### src/rtl/rcs_pkg.sv
package rcs_pkg;
    localparam int CAUSE_W = 5;
    localparam int LVL_W   = 8;
    localparam int OPT_W   = 2;

    localparam int FL_ILL = 0;
    localparam int FL_WDT = 1;
    localparam int FL_PAR = 2;
    localparam int FL_IAW = 3;
    localparam int FL_LVD = 4;

    typedef struct packed {
        logic               clr_all;
        logic               reinit;
        logic               any;
        logic [CAUSE_W-1:0] set_vec;
    } rcs_evt_t;

    typedef struct packed {
        logic [CAUSE_W-1:0] flags;
    } rcs_cause_t;

    typedef struct packed {
        logic             en;
        logic [LVL_W-1:0] lvl;
    } rcs_det_t;

    function automatic logic [LVL_W-1:0] lvl_from_opt(input logic [OPT_W-1:0] opt);
        logic [LVL_W-1:0] v;
        case (opt)
            2'b11:   v = LVL_W'(8'h81);
            2'b01:   v = LVL_W'(8'h01);
            default: v = '0;
        endcase
        return v;
    endfunction
endpackage

### src/rtl/rcs_prio.sv
module rcs_prio
    import rcs_pkg::*;
(
    input  logic     ev_pin,
    input  logic     ev_por,
    input  logic     ev_ill,
    input  logic     ev_wdt,
    input  logic     ev_par,
    input  logic     ev_iaw,
    input  logic     ev_lvd,
    output rcs_evt_t evt
);
    always_comb begin
        evt                 = '0;
        evt.clr_all         = ev_pin | ev_por;
        evt.set_vec[FL_ILL] = ev_ill;
        evt.set_vec[FL_WDT] = ev_wdt;
        evt.set_vec[FL_PAR] = ev_par;
        evt.set_vec[FL_IAW] = ev_iaw;
        evt.set_vec[FL_LVD] = ev_lvd;
        evt.reinit          = evt.clr_all | ev_ill | ev_wdt | ev_par | ev_iaw;
        evt.any             = evt.reinit | ev_lvd;
    end
endmodule

### src/rtl/rcs_cause.sv
module rcs_cause
    import rcs_pkg::*;
#(
    parameter int W = CAUSE_W
) (
    input  logic         clk,
    input  logic         rst_n,
    input  logic         clr_all,
    input  logic         rd_stb,
    input  logic [W-1:0] set_vec,
    output logic [W-1:0] flags
);
    logic [W-1:0] flags_d, flags_q;

    for (genvar g = 0; g < W; g++) begin : g_flag
        always_comb begin
            if (clr_all)
                flags_d[g] = 1'b0;
            else if (set_vec[g])
                flags_d[g] = 1'b1;
            else if (rd_stb)
                flags_d[g] = 1'b0;
            else
                flags_d[g] = flags_q[g];
        end
    end

    always_ff @(posedge clk or negedge rst_n) begin
        if (!rst_n) flags_q <= '0;
        else        flags_q <= flags_d;
    end

    assign flags = flags_q;
endmodule

### src/rtl/rcs_det.sv
module rcs_det
    import rcs_pkg::*;
#(
    parameter int LW = LVL_W,
    parameter int OW = OPT_W
) (
    input  logic          clk,
    input  logic          rst_n,
    input  logic          reinit,
    input  logic          any,
    input  logic [OW-1:0] opt_cfg,
    input  logic          en_we,
    input  logic          en_wd,
    input  logic          lvl_we,
    input  logic [LW-1:0] lvl_wd,
    output logic          det_en,
    output logic [LW-1:0] det_lvl
);
    rcs_det_t st_d, st_q;

    always_comb begin
        st_d = st_q;
        if (reinit) begin
            st_d.en  = 1'b0;
            st_d.lvl = lvl_from_opt(opt_cfg);
        end else if (!any) begin
            if (en_we)  st_d.en  = en_wd;
            if (lvl_we) st_d.lvl = lvl_wd;
        end
    end

    always_ff @(posedge clk or negedge rst_n) begin
        if (!rst_n) st_q <= '0;
        else        st_q <= st_d;
    end

    assign det_en  = st_q.en;
    assign det_lvl = st_q.lvl;
endmodule

### src/rtl/rcs_ctrl.sv
module rcs_ctrl
    import rcs_pkg::*;
(
    input  logic               clk,
    input  logic               rst_n,
    input  logic               ev_pin,
    input  logic               ev_por,
    input  logic               ev_ill,
    input  logic               ev_wdt,
    input  logic               ev_par,
    input  logic               ev_iaw,
    input  logic               ev_lvd,
    input  logic [OPT_W-1:0]   opt_cfg,
    input  logic               rd_stb,
    input  logic               en_we,
    input  logic               en_wd,
    input  logic               lvl_we,
    input  logic [LVL_W-1:0]   lvl_wd,
    output logic [CAUSE_W-1:0] cause_flags,
    output logic               det_en,
    output logic [LVL_W-1:0]   det_lvl
);
    rcs_evt_t evt;

    rcs_prio u_prio (
        .ev_pin (ev_pin),
        .ev_por (ev_por),
        .ev_ill (ev_ill),
        .ev_wdt (ev_wdt),
        .ev_par (ev_par),
        .ev_iaw (ev_iaw),
        .ev_lvd (ev_lvd),
        .evt    (evt)
    );

    rcs_cause #(.W(CAUSE_W)) u_cause (
        .clk     (clk),
        .rst_n   (rst_n),
        .clr_all (evt.clr_all),
        .rd_stb  (rd_stb),
        .set_vec (evt.set_vec),
        .flags   (cause_flags)
    );

    rcs_det #(.LW(LVL_W), .OW(OPT_W)) u_det (
        .clk     (clk),
        .rst_n   (rst_n),
        .reinit  (evt.reinit),
        .any     (evt.any),
        .opt_cfg (opt_cfg),
        .en_we   (en_we),
        .en_wd   (en_wd),
        .lvl_we  (lvl_we),
        .lvl_wd  (lvl_wd),
        .det_en  (det_en),
        .det_lvl (det_lvl)
    );
endmodule

### config.mk
export PLATFORM = sky130hd
export DESIGN_NAME = rcs_ctrl
export DESIGN_NICKNAME = d
export VERILOG_FILES = /design/src/rtl/rcs_pkg.sv /design/src/rtl/rcs_prio.sv /design/src/rtl/rcs_cause.sv /design/src/rtl/rcs_det.sv /design/src/rtl/rcs_ctrl.sv
export SDC_FILE = /design/constraint.sdc
export NUM_CORES = 1
export LEC_CHECK = 0
export ABC_CLOCK_PERIOD_IN_PS = 800
export BUFFER_PORTS_ARGS = -buffer_cell sky130_fd_sc_hd__buf_2
export CELL_PAD_IN_SITES_DETAIL_PLACEMENT = 1
export CELL_PAD_IN_SITES_GLOBAL_PLACEMENT = 1
export CORE_ASPECT_RATIO = 0.9
export CORE_MARGIN = 3
export CORE_UTILIZATION = 29
export CTS_CLUSTER_DIAMETER = 60
export DETAILED_ROUTE_END_ITERATION = 10
export HOLD_SLACK_MARGIN = 0.08
export PLACE_DENSITY = 0.8
export SYNTH_ARGS = -nofsm -noshare
export SYNTH_HDL_FRONTEND = slang
export SYNTH_SLANG_ARGS = --single-unit
### constraint.sdc
create_clock -name clk -period 0.8 [get_ports clk]
set_input_delay 0 -clock clk [delete_from_list [all_inputs] [get_ports clk]]
set_output_delay 0 -clock clk [all_outputs]
set_load 0.02 [all_outputs]
==> summary.md <==
| Metric | Value |
|---|---|
| Outcome | `finished, violations left` |
| Violated checks | `setup timing` |
| Detailed Route WL | `2201 um` |
| Overall global routing resource usage | `0.1937` |
| Highest-utilization routing layer at the global route stage | `met2` |
| Clk_skew | `0 ps` |
| Wire length of the first global-routing pass | `3491 um` |
| Vias post-DR | `640` |
| Standard-cell rows | `14` |
| 1st-pass router iterations | `3` |
| Startpoint of the worst-slack reg-to-reg timing path | `u_det.det_lvl[2]$_DFFE_PN0P_` |
| Largest area contributor in the synthesized netlist | `dfrtp_1` |
| Half-perimeter wire length of the detailed placement result | `1245 um` |
| Worst VDD drop | `0.9509 mV` |
| Final setup violation count | `16` |
| Number of max-cap violations | `0` |
| Switching Power | `385.6 uW` |
| Die extent in x | `53.82 um` |
| Core area | `1804 um^2` |
| Worst max-slew margin expressed relative to the limit | `0.7808` |
| Top cells by area in the synthesized netlist | `dfrtp_1, mux2i_1, nor2_1, a21oi_1, nor4_4` |
| Total power divided by cell area | `1384 nW/um^2` |
| Worst-case reg-to-reg path depth | `3` |
| Fin area | `1120 um^2` |
| Syn. warnings | `0` |
| Area share of the largest cell type after synthesis | `0.5870` |
| Final Util | `0.6207` |
| CTS Buf Count | `3` |
| ANT nets after route | `0` |
| Starting density of the core | `0.3308` |
| Worst-Margin Slew | `328.8 ps` |
| Largest buffer count on any clock path | `2` |
| Vert. Die Dim | `49.04 um` |
| Min-Delay Path Class | `in2reg` |
| Required @ worst endpoint | `980 ps` |
| Sw frac | `0.2488` |
| CTS tree | `yes` |
| Number of buffers inserted by port buffering | `36` |
| Leakage power total | `0.0005940 uW` |
| Per-instance average area after synthesis | `11.48 um^2` |
| Internal power contribution | `1164 uW` |
| Number of antenna violations at the first check in global routing | `1` |
| Root Driver | `clkbuf_4` |
| Cells on Worst Hold Path | `3` |
| Net count, final | `135` |
| Register share of total power | `0.476` |
| Vias per inst | `4.706` |
| Final max-slew violation count | `0` |
| Mapped cell area | `596.8 um^2` |
| Critical Path Start Type | `flop` |
| Boundary pin count | `37` |
| Placed cell areas | `822.0 um^2` |
| Worst EP arrival | `1040 ps` |
| Met1 layer usage reported by global route | `0.1939` |
| Sink Count | `14` |
| CP endpoint kind | `flop` |
| Critical Path Start | `u_det.det_lvl[2]$_DFFE_PN0P_` |
| DIE AREA | `2639 um^2` |
| Met3 demand-to-capacity share in global routing | `0.03976` |
| Hold Slack | `58.05 ps` |
| Total design power | `1550 uW` |
| Layout cell share with drive strength beyond 1 | `0.4144` |
| Highest clock rate | `1.169 GHz` |
| Worst-path fanout max | `2` |
| Total number of H-tree levels | `1` |
| Routed WL per cell | `16.18 um` |
| Area taken by multi-input logic gates | `235.2 um^2` |
| Flip-flop and latch count after synthesis | `14` |
| Clk pin slew, worst setup/hold paths | `90 ps` |
| Clock insertion delay at the later pin of the skew report | `290 ps` |
| Post-synthesis cell type count | `12` |
| Total of fill cells in the finished design | `200` |
| Proportion of synthesized chip area in sequential cells | `0.5870` |
| Syn Inst Count | `52` |
| Origin of the worst min-delay path | `ev_pin` |
| Final worst path period need | `855.6 ps` |
| Initial detailed-routing violation count | `1` |
| Final worst-path cycle share | `1.069` |
| DR DRC count | `0` |
| Largest net degree at the start of global routing | `15` |
| Register area | `350.3 um^2` |
| Final worst slack | `-55.59 ps` |
| Post-synthesis to final-layout area growth | `87.63%` |
| Final Hold Violating Endpoints | `0` |
| Path type of the worst setup path | `reg2reg` |
| Relative contribution of combinational cells to total power | `0.190` |
| Post-Place Setup Slack | `-84.67 ps` |
| Synthesized Nets | `75` |
| Fraction of met2 tracks used by global routing | `0.3246` |
| Clock group share of total power | `0.335` |
| Unrepaired setup endpoints after global routing | `true` |
| RePlAce Congestion | `0.6777` |
| Via count of the first global-routing pass | `698` |
| GR Overflow Total | `0` |
-- final timing paths --
| check | endpoint | slack [ps] |
|---|---|---|
| min | u_det.det_lvl[0]$_DFFE_PN0P_ | 60 |
| max | u_det.det_lvl[2]$_DFFE_PN0P_ | -60 |
| max in group asynchronous | u_det.det_lvl[6]$_DFFE_PN0P_ | 390 |
| max reg2reg | u_det.det_lvl[2]$_DFFE_PN0P_ | -60 |
| min reg2reg | u_cause.flags[2]$_DFFE_PN0P_ | 560 |
| min in group asynchronous | u_cause.flags[1]$_DFFE_PN0P_ | 160 |
-- through the flow --
stage          setup TNS (ps)  std cells
3_3_place_gp           -138.0        114
3_5_place_dp           -213.5        114
4_1_cts                -383.6        135
2_1_floorplan               0         52
5_1_grt                 -1019        136
6_report               -435.1        136
-- area by class of cell --
class                      instances  share of cell area
timing repair buffer              56              0.4123
sequential                        14              0.3129
multi-input combinational         36              0.2101
clock buffer                       4             0.03240
tap                               24             0.02682
inverter                           1            0.003352
antenna                            1            0.002235
-- kinds of logic after synthesis --
| logic type | after synthesis | synth area share |
|---|---|---|
| compound gates | 7 | 0.06081 |
| mux | 10 | 0.1677 |
| simple gates | 19 | 0.1656 |
| flops | 14 | 0.5870 |
| buf+inv | 2 | 0.01887 |
-- placed cells by master, fill, tap and decap left out --
cell type / Yosys / routed
inv_1: 1 / 1
nand2_2: 1 / 1
nor2_1: 13 / 13
nand2b_1: 2 / 2
clkbuf_8: 0 / 1
buf_2: 0 / 22
diode_2: 0 / 1
mux2i_1: 10 / 10
or2_1: 1 / 1
a31oi_1: 1 / 1
buf_6: 0 / 15
clkbuf_4: 0 / 3
nand2_1: 1 / 1
nor4_4: 1 / 1
dlygate4sd3_1: 0 / 16
dfrtp_1: 14 / 14
a21oi_1: 6 / 6
buf_4: 1 / 3
-- metal layers --
metal | wire length [um] | vias to the layer above | share of wire
met4 | 127 | 0 | 0.058
met3 | 113 | 14 | 0.051
li1 | - | 293 | -
met5 | 0 | - | 0
met1 | 769 | 301 | 0.35
met2 | 1191 | 32 | 0.54
-- cells in the mapped netlist --
library cell,number
inv_1,1
a21oi_1,6
nor4_4,1
buf_4,1
dfrtp_1,14
or2_1,1
nor2_1,13
nand2b_1,2
mux2i_1,10
a31oi_1,1
nand2_2,1
nand2_1,1
-- sequential cells by signal, summed over array words and instances, names as in the netlist --
register / cells
u_cause.flags: 5
u_det.det_en: 1
u_det.det_lvl: 8
-- power groups by stage --
stage | Clock (uW) | Combinational, uW | Sequential (uW)
after global routing | 559 | 320 | 739
after floorplan | 0 | 67.9 | 768
after CTS | 528 | 284 | 737
after global placement | 0 | 198 | 746
after detailed placement | 0 | 203 | 747
final | 519 | 294 | 737
-- critical path: stages (launching register included) --
cell and delay, ps:
dfrtp_1 420, buf_6 130, mux2i_1 130, nor2_1 60
-- timing repair --
item                                    in CTS  in global routing
pin swaps                                    1                  4
endpoints found under the setup margin      15                 19
resized for setup                           28                  1
cloned                                       0                  0
hold endpoints to repair                    28                  1
hold buffers                                16                  1
buffers inserted                             1                  0
Note: power is estimated with default switching activity, not from simulation.
